## config.mk

```make
export PLATFORM = sky130hd
export DESIGN_NAME = ring_sequencer
export DESIGN_NICKNAME = d
export VERILOG_FILES = /design/src/rtl/rseq_pkg.sv /design/src/rtl/phase_ring.sv /design/src/rtl/instr_latch.sv /design/src/rtl/prog_counter.sv /design/src/rtl/strobe_decode.sv /design/src/rtl/ring_sequencer.sv
export SDC_FILE = /design/constraint.sdc
export NUM_CORES = 1
export LEC_CHECK = 0
export BUFFER_PORTS_ARGS = -buffer_cell sky130_fd_sc_hd__buf_4
export CORE_ASPECT_RATIO = 0.75
export CORE_MARGIN = 4
export CORE_UTILIZATION = 46
export CTS_CLUSTER_SIZE = 28
export DETAILED_ROUTE_END_ITERATION = 6
export PLACE_DENSITY = 0.88
export SKIP_CTS_REPAIR_TIMING = 1
export SLEW_MARGIN = 20
export SYNTH_ARGS = -nofsm -noshare
export SYNTH_HDL_FRONTEND = slang
export SYNTH_HIERARCHICAL = 1
export SYNTH_SLANG_ARGS = --single-unit
```

## constraint.sdc

```tcl
create_clock -name clk -period 2.3 [get_ports clk]
set_input_delay 0.345 -clock clk [delete_from_list [all_inputs] [get_ports clk]]
set_output_delay 0.345 -clock clk [all_outputs]
set_load 0.05 [all_outputs]
```

## src/rtl/rseq_pkg.sv

```systemverilog
package rseq_pkg;

    localparam int OP_W = 4;

    typedef enum logic [OP_W-1:0] {
        OP_IMM  = 4'h0,
        OP_RCL  = 4'h1,
        OP_STO  = 4'h2,
        OP_ALU  = 4'h3,
        OP_JACC = 4'h4,
        OP_MAB  = 4'h5,
        OP_JMP  = 4'h6,
        OP_JEQ  = 4'h7,
        OP_PCA  = 4'h8,
        OP_PSH  = 4'h9,
        OP_POP  = 4'hA,
        OP_INA  = 4'hB,
        OP_OUT  = 4'hC,
        OP_JGT  = 4'hD,
        OP_JNEG = 4'hE,
        OP_CTR  = 4'hF
    } opcode_e;

    typedef struct packed {
        logic pc_drive;
        logic pc_inc;
        logic pc_load;
        logic mar_load;
        logic mem_read;
        logic mem_write;
        logic mdr_load;
        logic mdr_drive;
        logic ir_load;
        logic ir_drive;
        logic acc_load;
        logic acc_drive;
        logic b_load;
        logic alu_strobe;
        logic alu_drive;
        logic stk_inc;
        logic stk_dec;
        logic stk_load;
        logic stk_drive;
        logic io_send;
        logic io_recv;
    } strobes_t;

    // Every strobe that places a value on the shared bus.
    function automatic logic [6:0] bus_sources(strobes_t s);
        return {s.pc_drive, s.mdr_drive, s.ir_drive, s.acc_drive,
                s.alu_drive, s.stk_drive, s.io_recv};
    endfunction

endpackage

```

## src/rtl/phase_ring.sv

```systemverilog
module phase_ring #(
    parameter int N_PHASE = 6
) (
    input  logic               clk,
    input  logic               rst,
    output logic [N_PHASE-1:0] phase_o
);
    always_ff @(posedge clk) begin
        if (rst)
            phase_o <= {{(N_PHASE-1){1'b0}}, 1'b1};
        else
            phase_o <= {phase_o[N_PHASE-2:0], phase_o[N_PHASE-1]};
    end

    assert_ring_onehot_R1: assert property (@(posedge clk) disable iff (rst)
        $onehot(phase_o));

    assert_ring_wrap_R1: assert property (@(posedge clk) disable iff (rst)
        phase_o[N_PHASE-1] |=> phase_o[0]);
endmodule

```

## src/rtl/instr_latch.sv

```systemverilog
module instr_latch
    import rseq_pkg::*;
#(
    parameter int WORD_W  = 12,
    localparam int FIELD_W = WORD_W - OP_W
) (
    input  logic               clk,
    input  logic               rst,
    input  logic               load,
    input  logic [WORD_W-1:0]  word_i,
    output opcode_e            opcode_o,
    output logic [FIELD_W-1:0] field_o
);
    always_ff @(posedge clk) begin
        if (rst) begin
            opcode_o <= OP_IMM;
            field_o  <= '0;
        end else if (load) begin
            opcode_o <= opcode_e'(word_i[WORD_W-1 -: OP_W]);
            field_o  <= word_i[FIELD_W-1:0];
        end
    end

    assert_word_hold_R4: assert property (@(posedge clk) disable iff (rst)
        !load |=> ($stable(opcode_o) && $stable(field_o)));
endmodule

```

## src/rtl/prog_counter.sv

```systemverilog
module prog_counter #(
    parameter int ADDR_W = 8
) (
    input  logic              clk,
    input  logic              rst,
    input  logic              inc,
    input  logic              load,
    input  logic [ADDR_W-1:0] load_val,
    output logic [ADDR_W-1:0] pc_o
);
    always_ff @(posedge clk) begin
        if (rst)
            pc_o <= '0;
        else if (load)
            pc_o <= load_val;
        else if (inc)
            pc_o <= pc_o + ADDR_W'(1);
    end
endmodule

```

## src/rtl/strobe_decode.sv

```systemverilog
module strobe_decode
    import rseq_pkg::*;
#(
    parameter int FIELD_W = 8,
    parameter int N_PHASE = 6
) (
    input  logic [N_PHASE-1:0] phase_i,
    input  opcode_e            opcode_i,
    input  logic [FIELD_W-1:0] field_i,
    input  logic               eq_i,
    input  logic               gt_i,
    input  logic               neg_i,
    output strobes_t           strobes_o
);
    logic take_jump;

    always_comb begin
        unique case (opcode_i)
            OP_JEQ:  take_jump = eq_i;
            OP_JGT:  take_jump = gt_i;
            OP_JNEG: take_jump = neg_i;
            default: take_jump = 1'b1;
        endcase
    end

    always_comb begin
        strobes_o = '0;
        // fetch
        if (phase_i[0]) begin
            strobes_o.pc_drive = 1'b1;
            strobes_o.mar_load = 1'b1;
        end
        if (phase_i[1]) begin
            strobes_o.mem_read = 1'b1;
            strobes_o.mdr_load = 1'b1;
        end
        if (phase_i[2]) begin
            strobes_o.mdr_drive = 1'b1;
            strobes_o.ir_load   = 1'b1;
            strobes_o.pc_inc    = 1'b1;
        end
        // execute, first phase
        if (phase_i[3]) begin
            case (opcode_i)
                OP_IMM: begin
                    strobes_o.ir_drive = 1'b1;
                    strobes_o.acc_load = 1'b1;
                end
                OP_RCL, OP_STO: begin
                    strobes_o.ir_drive = 1'b1;
                    strobes_o.mar_load = 1'b1;
                end
                OP_ALU: begin
                    strobes_o.alu_strobe = 1'b1;
                    strobes_o.alu_drive  = 1'b1;
                    strobes_o.acc_load   = 1'b1;
                end
                OP_JACC: begin
                    strobes_o.acc_drive = 1'b1;
                    strobes_o.pc_load   = 1'b1;
                end
                OP_MAB: begin
                    strobes_o.acc_drive = 1'b1;
                    strobes_o.b_load    = 1'b1;
                end
                OP_JMP, OP_JEQ, OP_JGT, OP_JNEG: begin
                    strobes_o.ir_drive = 1'b1;
                    strobes_o.pc_load  = take_jump;
                end
                OP_PCA: begin
                    strobes_o.pc_drive = 1'b1;
                    strobes_o.acc_load = 1'b1;
                end
                OP_PSH: strobes_o.stk_inc = 1'b1;
                OP_POP: begin
                    strobes_o.stk_drive = 1'b1;
                    strobes_o.acc_load  = 1'b1;
                end
                OP_INA: begin
                    strobes_o.io_recv  = 1'b1;
                    strobes_o.acc_load = 1'b1;
                end
                OP_OUT: begin
                    strobes_o.acc_drive = 1'b1;
                    strobes_o.io_send   = 1'b1;
                end
                OP_CTR: begin
                    strobes_o.stk_dec = field_i[0];
                    strobes_o.stk_inc = !field_i[0];
                end
                default: ;
            endcase
        end
        // execute, second phase
        if (phase_i[4]) begin
            case (opcode_i)
                OP_RCL: begin
                    strobes_o.mem_read = 1'b1;
                    strobes_o.mdr_load = 1'b1;
                end
                OP_STO: begin
                    strobes_o.acc_drive = 1'b1;
                    strobes_o.mem_write = 1'b1;
                end
                OP_PSH: begin
                    strobes_o.acc_drive = 1'b1;
                    strobes_o.stk_load  = 1'b1;
                end
                OP_POP: strobes_o.stk_dec = 1'b1;
                default: ;
            endcase
        end
        // execute, third phase
        if (phase_i[5] && opcode_i == OP_RCL) begin
            strobes_o.mdr_drive = 1'b1;
            strobes_o.acc_load  = 1'b1;
        end
    end
endmodule

```

## src/rtl/ring_sequencer.sv

```systemverilog
module ring_sequencer
    import rseq_pkg::*;
#(
    parameter int WORD_W  = 12,
    parameter int ADDR_W  = 8,
    parameter int MICRO_W = 6,
    localparam int FIELD_W = WORD_W - OP_W,
    localparam int N_PHASE = 6
) (
    input  logic               clk,
    input  logic               rst,
    input  logic [WORD_W-1:0]  bus_i,
    input  logic               eq_i,
    input  logic               gt_i,
    input  logic               neg_i,
    output logic [N_PHASE-1:0] phase_o,
    output logic [ADDR_W-1:0]  pc_o,
    output logic [OP_W-1:0]    opcode_o,
    output logic [FIELD_W-1:0] operand_o,
    output logic [MICRO_W-1:0] micro_o,
    output logic               pc_drive_o,
    output logic               pc_inc_o,
    output logic               pc_load_o,
    output logic               mar_load_o,
    output logic               mem_read_o,
    output logic               mem_write_o,
    output logic               mdr_load_o,
    output logic               mdr_drive_o,
    output logic               ir_load_o,
    output logic               ir_drive_o,
    output logic               acc_load_o,
    output logic               acc_drive_o,
    output logic               b_load_o,
    output logic               alu_strobe_o,
    output logic               alu_drive_o,
    output logic               stk_inc_o,
    output logic               stk_dec_o,
    output logic               stk_load_o,
    output logic               stk_drive_o,
    output logic               io_send_o,
    output logic               io_recv_o
);
    logic [N_PHASE-1:0] phase;
    opcode_e            opcode;
    logic [FIELD_W-1:0] field;
    strobes_t           s;
    logic [ADDR_W-1:0]  pc;

    phase_ring #(.N_PHASE(N_PHASE)) u_ring (
        .clk(clk), .rst(rst), .phase_o(phase)
    );

    instr_latch #(.WORD_W(WORD_W)) u_latch (
        .clk(clk), .rst(rst), .load(s.ir_load), .word_i(bus_i),
        .opcode_o(opcode), .field_o(field)
    );

    strobe_decode #(.FIELD_W(FIELD_W), .N_PHASE(N_PHASE)) u_decode (
        .phase_i(phase), .opcode_i(opcode), .field_i(field),
        .eq_i(eq_i), .gt_i(gt_i), .neg_i(neg_i), .strobes_o(s)
    );

    prog_counter #(.ADDR_W(ADDR_W)) u_pc (
        .clk(clk), .rst(rst), .inc(s.pc_inc), .load(s.pc_load),
        .load_val(bus_i[ADDR_W-1:0]), .pc_o(pc)
    );

    assign phase_o      = phase;
    assign pc_o         = pc;
    assign opcode_o     = opcode;
    assign operand_o    = field;
    assign micro_o      = field[MICRO_W-1:0];
    assign pc_drive_o   = s.pc_drive;
    assign pc_inc_o     = s.pc_inc;
    assign pc_load_o    = s.pc_load;
    assign mar_load_o   = s.mar_load;
    assign mem_read_o   = s.mem_read;
    assign mem_write_o  = s.mem_write;
    assign mdr_load_o   = s.mdr_load;
    assign mdr_drive_o  = s.mdr_drive;
    assign ir_load_o    = s.ir_load;
    assign ir_drive_o   = s.ir_drive;
    assign acc_load_o   = s.acc_load;
    assign acc_drive_o  = s.acc_drive;
    assign b_load_o     = s.b_load;
    assign alu_strobe_o = s.alu_strobe;
    assign alu_drive_o  = s.alu_drive;
    assign stk_inc_o    = s.stk_inc;
    assign stk_dec_o    = s.stk_dec;
    assign stk_load_o   = s.stk_load;
    assign stk_drive_o  = s.stk_drive;
    assign io_send_o    = s.io_send;
    assign io_recv_o    = s.io_recv;

    assert_single_driver_R11: assert property (@(posedge clk) disable iff (rst)
        $onehot0(bus_sources(s)));

    assert_rw_exclusive_R11: assert property (@(posedge clk) disable iff (rst)
        !(s.mem_read && s.mem_write));

    assert_pc_step_R3: assert property (@(posedge clk) disable iff (rst)
        s.pc_inc |=> (pc == $past(pc) + ADDR_W'(1)));

    assert_cond_fallthrough_R8: assert property (@(posedge clk) disable iff (rst)
        (phase[3] && ((opcode == OP_JEQ && !eq_i) || (opcode == OP_JGT && !gt_i) ||
                      (opcode == OP_JNEG && !neg_i))) |=> (pc == $past(pc)));

    assert_load_phase_R7: assert property (@(posedge clk) disable iff (rst)
        s.pc_load |-> phase[3]);
endmodule

```

==> out/results.txt <==
remaining global-route overflow -> 0
Starting DRT DRC Count -> 126
clk_skew -> 4.21 ps
Hold Path Class -> input port to flip-flop
Worst Tran Pin Value -> 382 ps
CTS Buf Count -> 3
Clock Root Buffer -> clkbuf_8
synth warn -> 6
critical path startpoint -> u_latch/opcode_o[1]
Die X-Extent -> 74.0 um
PortBufs -> 69
initial antenna violation count -> 0
Initial Util -> 49.4%
DP Area -> 1990 um^2
Final Slew Violations -> 0
Bufs on Longest Clock Path -> 2
Async SR Flop Fraction -> 0%
worst path required time -> 2480 ps
H-tree levels -> 1
count leader, synth -> dfxtp_1
Synth Instances -> 168
#FFs+latches synth -> 26
WS Path Type -> flip-flop to flip-flop
Setup crit end -> u_pc/pc_o[5]
First-pass DRT Iterations -> 4
maximum capacitance violations -> 0
die height -> 57.5 um
Total GRT Usage -> 18.2%
worst r2r src -> u_latch/opcode_o[1]
Data arrival, critical path -> 2270 ps
Inserted Diodes -> 0
fin util -> 66.6%
Unique masters post-synth -> 44
routed via count -> 1396
top_reg_cell synth -> dfxtp_1
layout cells sized above 1 -> 42.7%
first-pass GRT wire length -> 6170 um
overall power -> 0.000941 W
row cnt -> 17
VDD IR max -> 0.388 mV
leading post-synthesis cells by cell area -> dfxtp_1 35%, mux2i_1 9.3%, buf_4 6.5%, nor2_1 5.2%, buf_6 3.0%
most frequent cells after synthesis -> 26 x dfxtp_1, 21 x nor2_1, 14 x mux2i_1
Final Hold Fails -> 0
CP Capture Type -> flip-flop
Avg WL per Cell -> 14.5 um
area of the core -> 3040 um^2
fmax -> 480 MHz
Seq/Total Area, Yosys -> 34.7%
Die ar. -> 4250 um^2
Tcrit/Tclk final -> 90.6%
fin crit period -> 2080 ps
FF-to-FF path depth -> 6
Relative slew margins -> 74.5%
EDFF count, synth -> 0
worst reg-to-reg setup slack -> 220 ps
cell area after synthesis -> 1500 um^2
I/O pin count -> 70
synthesized area per cell -> 8.94 um^2
Vias/cell -> 5.31
dpl ws -> 269 ps
vias in the first global route -> 1281
Setup crit start kind -> flip-flop
wirelength, routed -> 3810 um
outcome -> finished, final reports clean
RSZ-0062 raised after global routing -> no
routability congestion estimate -> 0.789
Final Cell Area -> 2030 um^2
largest net degree at the start of global routing -> 29
Post-DRT Antenna Nets -> 0
CTS Sinks -> 26
Clk Latency, worst-skew pair -> 260 ps
Syn-to-layout area delta -> 35.0%
DRC errors left -> 0
sum of negative setup slack -> 0 ps
pwr/cell area -> 464 nW/um^2
setup ws final -> 217 ps
HPWL after detailed placement -> 2880 um
Setup violations, final -> 0
syn_nets -> 186
CP max FO -> 15
cell taking the most area after synthesis -> dfxtp_1
nets@finish -> 245
reg2reg end -> u_pc/pc_o[5]
CTS tree -> yes
Leak -> 0.902 nW
CTS clk-pin slew, worst paths -> 80 ps
share of the synthesized area in the top cell type -> 34.7%
## area by class of cell
| cell class | count | area (um^2) |
|---|---|---|
| clock buffers | 3 | 41.3 |
| fillers | 243 | 1010 |
| inverters | 2 | 7.51 |
| multi-input cells | 120 | 850 |
| flip-flops and latches | 26 | 526 |
| well taps | 38 | 47.5 |
| repair buffers | 74 | 556 |
## worst max-delay path: stages, from the launching register on
cell	delay [ps]
dfxtp_2	400
or2b_1	280
xnor2_1	250
a21oi_4	80
or3b_1	380
or4_1	490
o211ai_1	110
## layout by cell type, fill, tap and decap left out, drive strengths merged, types with 2 or more instances in the layout
master  instances
nand3           3
nand4           4
a211oi          4
clkbuf          3
nor3            4
or2             2
nor3b           4
o21ai           2
a31o            3
o211ai          4
a21oi           6
dfxtp          26
inv             2
xor2            4
nor2           21
and2b           6
and4b           2
nor2b           3
o21a            2
nand2          10
nand3b          3
mux2i          14
nand2b          3
buf            74
or3b            2
or4             2
## sequential cells by signal (all words and copies together), names as in the netlist
| register | flops |
|---|---|
| u_latch/opcode_o | 4 |
| u_pc/pc_o | 8 |
| u_latch/field_o | 8 |
| u_ring/phase_o | 6 |
## cells by family after synthesis
group	share of synthesized area, %
AND/OR/NAND/NOR	27.8
AO/OA/AOI/OAI	12.8
flip-flops	34.7
buffers and inverters	10.8
multiplexers	10.1
XOR/XNOR	2.92
adder cells (fa/ha/maj)	0.833
## metal layers
metal / wire length [um] / part of all wire, % / vias to the layer above / track usage, %
met2: 1850 / 49 / 44 / 29.3
met4: 13 / 0.34 / 0 / 1.81
met5: 0 / 0 / - / 0
li1: - / - / 703 / -
met1: 1680 / 44 / 647 / 25.0
met3: 265 / 7.0 / 2 / 5.11
## stage by stage
step | instances | hold WS (ps)
after global placement | 260 | 475
final | 263 | 312
after global routing | 263 | 326
after floorplan | 168 | 410
after detailed placement | 260 | 481
after CTS | 263 | 309
## how the worst min path moves through the flow
stage | from | end | slack (ps) | cells after the start
after floorplan | rst | u_latch/opcode_o[1] | 410 | 1
after global placement | u_latch/field_o[6] | u_latch/field_o[6] | 480 | 2
after detailed placement | u_ring/phase_o[5] | u_ring/phase_o[0] | 480 | 1
after CTS | bus_i[10] | u_latch/opcode_o[2] | 310 | 3
after global routing | bus_i[10] | u_latch/opcode_o[2] | 330 | 3
final | bus_i[10] | u_latch/opcode_o[2] | 310 | 3
## power breakdown
| group | switching (W) | internal (W) |
|---|---|---|
| registers | 0.0000198 | 0.000463 |
| clock network | 0.000131 | 0.000117 |
| logic | 0.000135 | 0.0000756 |
Power figures use the tool's default switching activity.
